$ cat config.mk
export PLATFORM = sky130hd
export DESIGN_NAME = sys_tick_timer
export DESIGN_NICKNAME = d
export VERILOG_FILES = /design/src/rtl/tick_pkg.sv /design/src/rtl/deadline_cmp.sv /design/src/rtl/tick_ctrl.sv /design/src/rtl/tick_datapath.sv /design/src/rtl/sys_tick_timer.sv
export SDC_FILE = /design/constraint.sdc
export NUM_CORES = 1
export LEC_CHECK = 0
export BUFFER_PORTS_ARGS = -buffer_cell sky130_fd_sc_hd__clkbuf_2
export CAP_MARGIN = 20
export CORE_MARGIN = 5
export CORE_UTILIZATION = 64
export CTS_CLUSTER_SIZE = 8
export DETAILED_ROUTE_END_ITERATION = 10
export GPL_TIMING_DRIVEN = 1
export PLACE_DENSITY_LB_ADDON = 0.12
export SYNTH_ARGS = -nofsm -noshare
export SYNTH_HDL_FRONTEND = slang
export SYNTH_SLANG_ARGS = --single-unit
$ cat constraint.sdc
create_clock -name clk -period 11 [get_ports clk]
set_clock_uncertainty 0.05 [all_clocks]
set_input_delay 2.2 -clock clk [delete_from_list [all_inputs] [get_ports clk]]
set_output_delay 2.2 -clock clk [all_outputs]
set_load 0.03 [all_outputs]
$ cat src/rtl/tick_pkg.sv
package tick_pkg;

  typedef enum logic [1:0] {
    SEL_PERIOD = 2'd0,
    SEL_SILENT = 2'd1,
    SEL_WAKE   = 2'd2
  } cfg_sel_e;

  // Strobes from the control to the datapath
  typedef struct packed {
    logic tickAdvance;
    logic silentDec;
    logic wakeDisarm;
    logic loadPeriod;
    logic loadSilent;
    logic loadWake;
  } strobe_t;

endpackage

$ cat src/rtl/deadline_cmp.sv
module deadline_cmp #(
  parameter int TIME_W    = 64,
  parameter bit HAS_NEVER = 1'b0
) (
  input  logic [TIME_W-1:0] nowTime,
  input  logic [TIME_W-1:0] deadline,
  output logic              hit
);

  logic reached;
  assign reached = (deadline <= nowTime);

  generate
    if (HAS_NEVER) begin : g_never
      assign hit = reached && (deadline != {TIME_W{1'b1}});
    end else begin : g_plain
      assign hit = reached;
    end
  endgenerate

endmodule

$ cat src/rtl/tick_ctrl.sv
module tick_ctrl
  import tick_pkg::*;
(
  input  logic       clk,
  input  logic       rst_n,
  input  logic       tickHit,
  input  logic       wakeHit,
  input  logic       silentZero,
  input  logic       cfgZero,
  input  logic       cfgWrEn,
  input  logic [1:0] cfgSel,
  output strobe_t    strb,
  output logic       tickIrq,
  output logic       wakeHard
);

  logic selPeriod, selSilent, selWake;
  assign selPeriod = cfgWrEn && (cfgSel == SEL_PERIOD);
  assign selSilent = cfgWrEn && (cfgSel == SEL_SILENT);
  assign selWake   = cfgWrEn && (cfgSel == SEL_WAKE);

  always_comb begin
    strb             = '0;
    strb.tickAdvance = tickHit;
    strb.silentDec   = tickHit && !silentZero && !selSilent;
    strb.wakeDisarm  = wakeHit;
    strb.loadPeriod  = selPeriod && !cfgZero;
    strb.loadSilent  = selSilent;
    strb.loadWake    = selWake;
  end

  always_ff @(posedge clk) begin
    if (!rst_n) begin
      tickIrq  <= 1'b0;
      wakeHard <= 1'b0;
    end else begin
      tickIrq  <= tickHit && silentZero;
      wakeHard <= wakeHit;
    end
  end


  tick_pulse_chk: assert property (@(posedge clk) disable iff (!rst_n)
    tickIrq |-> $past(tickHit) && $past(silentZero));


  wake_pulse_chk: assert property (@(posedge clk) disable iff (!rst_n)
    wakeHard |-> $past(wakeHit));


  silent_quiet_chk: assert property (@(posedge clk) disable iff (!rst_n)
    (tickHit && !silentZero) |=> !tickIrq);

endmodule

$ cat src/rtl/tick_datapath.sv
module tick_datapath
  import tick_pkg::*;
#(
  parameter int TIME_W       = 64,
  parameter int PER_W        = 32,
  parameter int SILENT_W     = 16,
  parameter int PERIOD_RESET = 10000
) (
  input  logic              clk,
  input  logic              rst_n,
  input  logic [TIME_W-1:0] nowTime,
  input  logic [TIME_W-1:0] cfgData,
  input  strobe_t           strb,
  output logic              tickHit,
  output logic              wakeHit,
  output logic              silentZero,
  output logic              cfgZero,
  output logic [TIME_W-1:0] nextDeadline
);

  localparam logic [TIME_W-1:0] NEVER     = {TIME_W{1'b1}};
  localparam logic [PER_W-1:0]  PER_INIT  = PER_W'(PERIOD_RESET);
  localparam logic [TIME_W-1:0] TICK_INIT = TIME_W'(PERIOD_RESET);

  logic [PER_W-1:0]    periodReg;
  logic [TIME_W-1:0]   tickDl;
  logic [TIME_W-1:0]   wakeDl;
  logic [SILENT_W-1:0] silentCnt;

  deadline_cmp #(.TIME_W(TIME_W), .HAS_NEVER(1'b0)) tickCmp_i (
    .nowTime (nowTime),
    .deadline(tickDl),
    .hit     (tickHit)
  );

  deadline_cmp #(.TIME_W(TIME_W), .HAS_NEVER(1'b1)) wakeCmp_i (
    .nowTime (nowTime),
    .deadline(wakeDl),
    .hit     (wakeHit)
  );

  assign silentZero   = (silentCnt == '0);
  assign cfgZero      = (cfgData[PER_W-1:0] == '0);
  assign nextDeadline = (wakeDl < tickDl) ? wakeDl : tickDl;

  always_ff @(posedge clk) begin
    if (!rst_n) begin
      periodReg <= PER_INIT;
      tickDl    <= TICK_INIT;
      wakeDl    <= NEVER;
      silentCnt <= '0;
    end else begin
      if (strb.loadPeriod) periodReg <= cfgData[PER_W-1:0];
      if (strb.tickAdvance) tickDl <= tickDl + TIME_W'(periodReg);
      if (strb.loadSilent) silentCnt <= cfgData[SILENT_W-1:0];
      else if (strb.silentDec) silentCnt <= silentCnt - 1'b1;
      if (strb.loadWake) wakeDl <= cfgData;
      else if (strb.wakeDisarm) wakeDl <= NEVER;
    end
  end


  tick_move_chk: assert property (@(posedge clk) disable iff (!rst_n)
    !$stable(tickDl) |-> $past(strb.tickAdvance));


  silent_dec_chk: assert property (@(posedge clk) disable iff (!rst_n)
    (tickHit && !silentZero && !strb.loadSilent) |=> silentCnt == $past(silentCnt) - 1'b1);


  wake_disarm_chk: assert property (@(posedge clk) disable iff (!rst_n)
    (wakeHit && !strb.loadWake) |=> wakeDl == NEVER);


  next_min_chk: assert property (@(posedge clk) disable iff (!rst_n)
    (nextDeadline <= tickDl) && (nextDeadline <= wakeDl));


  period_nonzero_chk: assert property (@(posedge clk) disable iff (!rst_n)
    periodReg != '0);

endmodule

$ cat src/rtl/sys_tick_timer.sv
module sys_tick_timer
  import tick_pkg::*;
#(
  parameter int TIME_W       = 64,
  parameter int PER_W        = 32,
  parameter int SILENT_W     = 16,
  parameter int PERIOD_RESET = 10000
) (
  input  logic              clk,
  input  logic              rst_n,
  input  logic [TIME_W-1:0] nowTime,
  input  logic              cfgWrEn,
  input  logic [1:0]        cfgSel,
  input  logic [TIME_W-1:0] cfgData,
  output logic              tickIrq,
  output logic              wakeHard,
  output logic [TIME_W-1:0] nextDeadline
);

  strobe_t strb;
  logic    tickHit, wakeHit, silentZero, cfgZero;

  tick_ctrl ctrl_i (
    .clk       (clk),
    .rst_n     (rst_n),
    .tickHit   (tickHit),
    .wakeHit   (wakeHit),
    .silentZero(silentZero),
    .cfgZero   (cfgZero),
    .cfgWrEn   (cfgWrEn),
    .cfgSel    (cfgSel),
    .strb      (strb),
    .tickIrq   (tickIrq),
    .wakeHard  (wakeHard)
  );

  tick_datapath #(
    .TIME_W      (TIME_W),
    .PER_W       (PER_W),
    .SILENT_W    (SILENT_W),
    .PERIOD_RESET(PERIOD_RESET)
  ) dp_i (
    .clk         (clk),
    .rst_n       (rst_n),
    .nowTime     (nowTime),
    .cfgData     (cfgData),
    .strb        (strb),
    .tickHit     (tickHit),
    .wakeHit     (wakeHit),
    .silentZero  (silentZero),
    .cfgZero     (cfgZero),
    .nextDeadline(nextDeadline)
  );

endmodule

== Word level (Yosys, flattened, before mapping) ==
Cells that the tools add are included.

* Word-level logic and storage cells: 35
* Register bits after elaboration: 178
* Output and inout port bits: 66
* Input port bits: 133

* Reduce and logical (&&, ||, !) cells: 16
* Mux-type cells: 5
* Order comparisons: 3
* Add/subtract/negate cells: 2
* Equal/unequal tests: 3

{| class="wikitable"
|+ Operators by type and width
! kind !! count
|-
| 64-bit two-way mux || 3
|-
| 64-bit less-or-equal comparator || 2
|-
| 64-bit by 32-bit adder with 64-bit output || 1
|-
| 64-bit less-than comparator || 1
|-
| 64-bit != test, second input constant || 1
|-
| 32-bit zero test || 1
|-
| 16-bit two-way mux || 2
|-
| 16-bit zero test || 1
|-
| 16-bit by 1-bit subtractor with 16-bit output, second input constant || 1
|-
| 1-bit logical AND || 8
|-
| 2-bit nonzero test || 2
|-
| 1-bit zero test || 3
|-
| 2-bit by 1-bit == test with 1-bit output, second input constant || 1
|-
| 2-bit == test, second input constant || 1
|-
| 2-bit zero test || 1
|}

== Longest topological paths before layout ==
Gate-level depths: netlist (run 1).

* Depth after elaboration: 6
* Gate-level depth with buffers: 13
* Mapped depth without buffers: 11

== Modules after synthesis ==
From an unflattened synthesis (run 1), not the netlist that was laid out.

* Cells, all modules: 1897
* Area, all modules: 14988.1 µm²

{| class="wikitable"
|+ Modules (own cells, without submodules)
! module !! times used !! cells each !! sequential area each (µm²) !! area each (µm²)
|-
| tick_datapath || 1 || 1407 || 3523.4 || 11454.7
|-
| deadline_cmp at dp_i.wakeCmp_i || 1 || 247 || 0.0 || 1751.7
|-
| deadline_cmp at dp_i.tickCmp_i || 1 || 231 || 0.0 || 1659.1
|-
| tick_ctrl || 1 || 12 || 40.0 || 122.6
|}

== Worst setup path after synthesis (run 1) ==
No wires, ideal clock.

* Path kind: reg2out
* Start: register dp_i.tickDl[52]
* End: output nextDeadline[0]
* Data arrival time: 3228 ps
* Path buffers: 2
* Cell stages (with the launch flop): 13
* Data required time: 8750 ps
* Slack: 5522 ps
* Path through: dfxtp_1 > clkbuf_1 > inv_1 > ha_1 > nand4_1 > nor4_1 > nand4_1 > or4_1 > o22ai_1 > nor3_1 > nand3_1 > clkbuf_1 > mux2i_1

* Cells in the longest elaborated chain, start to end: 2

{| class="wikitable"
|+ RTL lines
! element !! RTL line !! RTL
|-
| start, declared || tick_datapath.sv:26 || <nowiki>logic [TIME_W-1:0] tickDl;</nowiki>
|-
| start signal, assigned || tick_datapath.sv:54 || <nowiki>if (strb.tickAdvance) tickDl <= tickDl + TIME_W'(periodReg);</nowiki>
|-
| 64-bit less-than comparator || tick_datapath.sv:44 || <nowiki>assign nextDeadline = (wakeDl < tickDl) ? wakeDl : tickDl;</nowiki>
|-
| 64-bit two-way mux || tick_datapath.sv:44 ||
|-
| end, declared || sys_tick_timer.sv:17 || <nowiki>output logic [TIME_W-1:0] nextDeadline</nowiki>
|}

Every way passes these cells.

== Worst setup path in the final report (run 1) ==
* Start: register dp_i.tickDl[57]
* End: output nextDeadline[0]

The elaborated chain is that of the path after synthesis.

==> results of run 1 <==
==> layout by cell type (no fill, tap or decap), types with 6 or more instances in the layout <==
cell type  Yosys  routed
a211oi_1      11      11
a21o_1        61      61
a21oi_1      126     125
and2_1         7       7
and3_1         6       6
buf_4          0       6
clkbuf_16      0      17
clkbuf_2       0     198
dfxtp_1      178     178
ha_1         224     224
inv_1        140     139
mux2_2        59      59
mux2i_1       48      48
nand2_1       70      70
nand2b_1       7       7
nand3_1       44      43
nand4_1       73      73
nor2_1       116     116
nor2b_1       11      11
nor3_1        26      26
nor4_1        40      40
nor4b_1        6       6
o211ai_1      12      12
o21a_1         6       6
o21ai_0       36      36
o21ai_1       15      14
o22a_1        64      64
o31ai_1        7       7
or3_1         13      13
xnor2_1       53      53
xor2_1        11      11
==> kinds of logic after synthesis <==
family                   count (synthesis)  share of synthesized area (%)
flip-flops                             178                           26.0
multiplexers                           111                           8.70
AND/OR/NAND/NOR                        436                           16.2
AO/OA/AOI/OAI                          381                           18.7
XOR/XNOR                                64                           4.10
adder cells (fa/ha/maj)                225                           20.6
buffers and inverters                  199                           5.59
==> area by class of cell <==
class	count	area share, %
timing repair buffer	207	6.91
tap	275	2.22
multi-input combinational	1217	60.5
clock inverter	10	0.960
inverter	140	3.39
clock buffer	21	3.03
sequential	178	23.0
==> sequential cells by signal, indices dropped and copies added, names as in the netlist <==
register and cells:
ctrl_i.tickIrq 1, dp_i.wakeDl 64, dp_i.silentCnt 16, dp_i.tickDl 64, dp_i.periodReg 32, ctrl_i.wakeHard 1
==> final timing paths <==
check / endpoint / slack [ns] / cells after the start
min: dp_i.periodReg[8] / 0.44 / 2
max: nextDeadline[0] / 3.95 / 11
max reg2reg: dp_i.tickDl[59] / 6.84 / 11
min reg2reg: dp_i.periodReg[8] / 0.44 / 2
==> metal layers <==
layer | GRT usage [%] | up-vias | routed length [um]
li1 | - | 6214 | -
met5 | 0 | - | 0
met3 | 4.44 | 103 | 2700
met4 | 11.8 | 0 | 1380
met2 | 58.4 | 471 | 19900
met1 | 43.2 | 6152 | 17800
==> through the flow <==
step                      cell area [um2]  std cells  setup WS, ns  total power, mW  util, %
after floorplan                     13700       1594          5.52             1.25        -
after global placement              14900       2014          4.62             1.41     70.7
after detailed placement            14900       2014          4.55             1.43     70.7
after CTS                           15500       2045          4.06             2.09     73.6
after global routing                15500       2048          3.80             2.20     73.8
final                               15500       2048          3.95             2.10     73.8
==> power breakdown <==
| group | internal [mW] | total, mW | switching, mW |
|---|---|---|---|
| sequential | 0.700 | 0.770 | 0.0702 |
| clock | 0.378 | 0.659 | 0.281 |
| combinational | 0.285 | 0.666 | 0.381 |
| total | 1.36 | 2.10 | 0.732 |
==> worst max-delay path, cell delays in order, from the launching register on <==
cell and delay (ns):
dfxtp_1 0.49, inv_1 0.09, ha_1 0.31, nand4_1 0.19, nor4_1 0.65, nand4_1 0.28
or4_1 0.45, o22ai_1 0.23, nor3_1 0.13, nand3_4 0.81, mux2i_1 0.41, clkbuf_2 0.29
==> results.sh, run 1 <==
export IMPL_critPathLaunch="dp_i.tickDl[57]"
export IMPL_synthTopCellsByArea="dfxtp_1, ha_1, mux2_2"
export IMPL_dr_pass1_iters=6
export IMPL_synth_top_cell_by_area="dfxtp_1"
export IMPL_wirelength_um=41800
export IMPL_synthTopCellsByCount="ha_1, dfxtp_1, inv_1"
export IMPL_path_class="flip-flop to output pin"
export IMPL_cts_tree="built"
export IMPL_syn_area_mm2=0.0137
export IMPL_fillers=1663
export IMPL_timing_final_crit_period_ns=7.05
export IMPL_gp_congestion=0.966
export IMPL_cts_made_buffers=17
export IMPL_required_ns=8.75
export IMPL_slew_viol_final=0
export IMPL_setup_violations=0
export IMPL_antenna_found_initial=0
export IMPL_core_mm2=0.0210
export IMPL_gr_total_overflow=0
export IMPL_async_flop_share_pct=0
export IMPL_first_global_vias=12836
export IMPL_avgViaCountPerCell=6.32
export IMPL_tightest_slew_ns=1.08
export IMPL_syn_inst=1594
export IMPL_grt_use_total_pct=33.7
export IMPL_clockBufferDepth=2
export IMPL_outcome="finished clean"
export IMPL_die_area_mm2=0.0244
export IMPL_rr_startpoint="dp_i.tickDl[47]"
export IMPL_clk_pin_slew_ns=0.08
export IMPL_via_count=12940
export IMPL_ys_types=64
export IMPL_wire_per_inst_um=20.4
export IMPL_rows=53
export IMPL_synth_edf_count=0
export IMPL_ys_warn_count=0
export IMPL_p_leak_nw=7.09
export IMPL_cap_violations=0
export IMPL_cts_sinks=178
export IMPL_fin_nets=2119
export IMPL_cts_setup_buffers=0
export IMPL_yosys_most_used_dff="dfxtp_1"
export IMPL_setup_tns_ns=0
export IMPL_cp_max_fo=64
export IMPL_diodes=0
export IMPL_ff_latch_area_mm2=0.00356
export IMPL_max_slew_margin_pct=27.9
export IMPL_drt_initial_drc_count=965
export IMPL_rsz0062_at_grt="no"
export IMPL_hold_buffers=0
export IMPL_min_path_type="flip-flop to flip-flop"
export IMPL_syn_avg_cell_area_um2=8.58
export IMPL_hold_viol_final=0
export IMPL_crit_arrival_ns=4.80
export IMPL_fin_crit_sh_pct=64.1
export IMPL_syn_nets=1952
export IMPL_power_density_mw_per_mm2=135
export IMPL_clock_latency_ns=0.45
export IMPL_ir_drop_v=0.000134
export IMPL_cts_resized=0
export IMPL_grt_max_degree=91
export IMPL_ys_ff_latch=178
export IMPL_multi_input_area_mm2=0.00939
export IMPL_crit_path_end_kind="output pin"
export IMPL_die_y_um=156
export IMPL_ant_nets=0
export IMPL_place_hpwl_um=31800
export IMPL_critPathLaunchType="flip-flop"
export IMPL_h_tree_depth=4
export IMPL_grt_pass1_wl_um=66500
export IMPL_synth_top_area_share_pct=26.0
export IMPL_start_util_pct=65.1
export IMPL_hold_slack_ns=0.438
export IMPL_yosysMostFrequentCell="ha_1"
export IMPL_ys_seq_area_share_pct=26.0
export IMPL_clk_root_buffer_cell="clkbuf_16"
export IMPL_areaGrowthSynthToFinish_pct=13.4
export IMPL_pin_count=199
export IMPL_numPortBuffers=198
export IMPL_die_w_um=156
export IMPL_fmaxAchievable_ghz=0.142
export IMPL_drc=0
export IMPL_hp_start="dp_i.periodReg[8]"
export IMPL_drive_gt1_share_pct=17.4
Note: power is estimated with default switching activity, not from simulation.
==> run 2: changes to the inputs <==
ABC_AREA = 1   (was unset)
CORE_UTILIZATION = 54   (was 64)
clock period = 5.75 ns   (was 11 ns; I/O delays follow)
==> results.sh, run 2 <==
export IMPL_outcome="finished clean"
export IMPL_synthTopCellsByArea="dfxtp_1, ha_1, nand2_1"
export IMPL_syn_avg_cell_area_um2=6.32
export IMPL_gp_congestion=0.977
export IMPL_rsz0062_at_grt="no"
export IMPL_switchingPower_mw=1.69
export IMPL_rr_startpoint="dp_i.wakeDl[31]"
export IMPL_die_area_mm2=0.0330
export IMPL_yosys_most_used_dff="dfxtp_1"
export IMPL_setup_tns_ns=0
export IMPL_use_met3_pct=4.92
export IMPL_reg_largest_list="dp_i.tickDl x64, dp_i.wakeDl x64, dp_i.periodReg x32"
export IMPL_top_usage_layer="met2"
export IMPL_cp_max_fo=67
export IMPL_syn_nets=2878
export IMPL_min_path_type="flip-flop to flip-flop"
export IMPL_via_count=17022
export IMPL_cts_resized=0
export IMPL_hold_slack_ns=0.437
export IMPL_grt_max_degree=79
export IMPL_ys_seq_area_share_pct=22.4
export IMPL_yosysMostFrequentCell="nand2_1"
export IMPL_final_cell_mix="nand2_1, inv_1, ha_1, a21oi_1, nor2_1"
export IMPL_hold_buffers=0
export IMPL_numPortBuffers=198
export IMPL_switching_share_pct=39.4
export IMPL_setup_ws_ns=0.636
export IMPL_place_hpwl_um=42100
export IMPL_cts_made_buffers=17
export IMPL_tightest_slew_ns=0.892
export IMPL_cap_violations=0
export IMPL_avgViaCountPerCell=5.55
export IMPL_die_w_um=182
export IMPL_ant_nets=0
export IMPL_p_clk_share_pct=27.9
export IMPL_pin_count=199
export IMPL_syn_area_mm2=0.0159
export IMPL_crit_arrival_ns=3.91
export IMPL_synthTopCellsByCount="nand2_1, inv_1, ha_1"
export IMPL_p_comb_share_pct=36.9
export IMPL_path_class="flip-flop to output pin"
export IMPL_syn_inst=2520
export IMPL_power_internal_mw=2.60
export IMPL_crit_path_end_kind="output pin"
export IMPL_clk_pin_slew_ns=0.08
export IMPL_setup_violations=0
export IMPL_async_flop_share_pct=0
export IMPL_drive_gt1_share_pct=11.6
export IMPL_p_leak_nw=9.03
export IMPL_clk_root_buffer_cell="clkbuf_16"
export IMPL_drt_initial_drc_count=1520
export IMPL_start_util_pct=55.0
export IMPL_slew_viol_final=0
export IMPL_pwr_share_seq_pct=35.1
export IMPL_h_tree_depth=4
export IMPL_gr_usage_met1_pct=43.3
export IMPL_grt_use_total_pct=30.7
export IMPL_grt_pass1_wl_um=82800
export IMPL_ys_types=43
export IMPL_ys_warn_count=0
export IMPL_wirelength_um=52600
export IMPL_rows=62
export IMPL_dr_pass1_iters=6
export IMPL_core_mm2=0.0289
export IMPL_synth_top_area_share_pct=22.4
export IMPL_cts_tree="built"
export IMPL_r2r_cells=15
export IMPL_ir_drop_v=0.000286
export IMPL_fin_crit_sh_pct=88.9
export IMPL_layoutNonFillerInstCount=3069
export IMPL_fin_nets=3031
export IMPL_cts_sinks=178
export IMPL_areaGrowthSynthToFinish_pct=11.6
export IMPL_reg2reg_to="dp_i.wakeDl[28]"
export IMPL_fmaxAchievable_ghz=0.196
export IMPL_required_ns=4.55
export IMPL_clockBufferDepth=2
export IMPL_layout_commonest_cell="nand2_1"
export IMPL_cts_setup_buffers=0
export IMPL_critPathLaunch="dp_i.tickDl[51]"
export IMPL_hold_viol_final=0
export IMPL_cp_endpoint="nextDeadline[33]"
export IMPL_diodes=0
export IMPL_first_global_vias=15874
export IMPL_dp_cells=3037
export IMPL_met2_usage_pct=49.0
export IMPL_power_density_mw_per_mm2=241
export IMPL_wire_per_inst_um=17.1
export IMPL_synth_edf_count=0
export IMPL_timing_final_crit_period_ns=5.11
export IMPL_die_y_um=182
export IMPL_gr_total_overflow=0
export IMPL_place_ws_ns=1.21
export IMPL_synth_top_cell_by_area="dfxtp_1"
export IMPL_clock_latency_ns=0.45
export IMPL_antenna_found_initial=1
export IMPL_max_slew_margin_pct=40.6
export IMPL_ys_ff_latch=178
export IMPL_r2r_slack_ns=2.32
export IMPL_drc=0
export IMPL_critPathLaunchType="flip-flop"
## run 2: cell types whose count changed after synthesis, moves of 48 or more
cell,delta
nand2_1,+562
inv_1,+207
o21ai_0,+170
nand3_1,+114
nor2_1,+97
a21oi_1,+95
o22a_1,-64
mux2_2,-59
a21o_1,-56
mux2i_1,-48
or2_2,+48
## run 2: cell families after synthesis
kind of cell,after synthesis,synth area share [%]
buffers and inverters,427,10.7
AO/OA/AOI/OAI,469,15.4
AND/OR/NAND/NOR,1184,31.8
adder cells (fa/ha/maj),225,17.7
XOR/XNOR,37,2.03
flip-flops,178,22.4
## run 2: routing by layer
| layer | wire length [um] | vias up |
|---|---|---|
| met2 | 23400 | 605 |
| met3 | 4210 | 65 |
| li1 | - | 8576 |
| met5 | 0 | - |
| met4 | 1200 | 0 |
| met1 | 23800 | 7776 |
## run 2: layout make-up
class / instances / area (um2)
clock inverter: 9 / 96.3
fill: 2900 / 11200
multi-input combinational: 1915 / 10700
sequential: 178 / 3560
tap: 384 / 480
timing repair buffer: 212 / 1150
inverter: 349 / 1310
clock buffer: 22 / 494
## run 2: power by group through the flow
stage	sequential [mW]	combinational (mW)	clock, mW
after floorplan	1.48	1.19	0
after global placement	1.53	1.52	0
after global routing	1.52	1.79	1.26
after detailed placement	1.53	1.56	0
final	1.51	1.58	1.20
after CTS	1.50	1.57	1.21
## run 2: how the worst min path moves through the flow
stage / from / endpoint / slack, ns / cells past startpoint
after floorplan: dp_i.periodReg[10] / dp_i.periodReg[10] / 0.40 / 2
after global placement: dp_i.periodReg[9] / dp_i.periodReg[9] / 0.41 / 2
after detailed placement: dp_i.periodReg[8] / dp_i.periodReg[8] / 0.42 / 2
after CTS: dp_i.periodReg[8] / dp_i.periodReg[8] / 0.44 / 2
after global routing: dp_i.silentCnt[0] / dp_i.silentCnt[0] / 0.46 / 2
final: dp_i.periodReg[8] / dp_i.periodReg[8] / 0.44 / 2
## run 2: critical path: stages (launching register included)
cell and delay (ns):
dfxtp_1 0.52, inv_1 0.14, ha_1 0.31, a21oi_1 0.13, o21ai_0 0.10, nand2_1 0.09
o211ai_1 0.13, nand2_1 0.12, o2111ai_1 0.28, a21oi_1 0.32, nand2_4 0.40, buf_12 0.35
o21ai_0 0.25, clkbuf_2 0.25
## run 2: metrics by stage
| stage | util, % | area (um2) | total power [mW] |
|---|---|---|---|
| after floorplan | - | 15900 | 2.67 |
| after global placement | 59.3 | 17200 | 3.05 |
| after detailed placement | 59.3 | 17200 | 3.09 |
| after CTS | 61.3 | 17700 | 4.28 |
| after global routing | 61.4 | 17800 | 4.57 |
| final | 61.4 | 17800 | 4.29 |
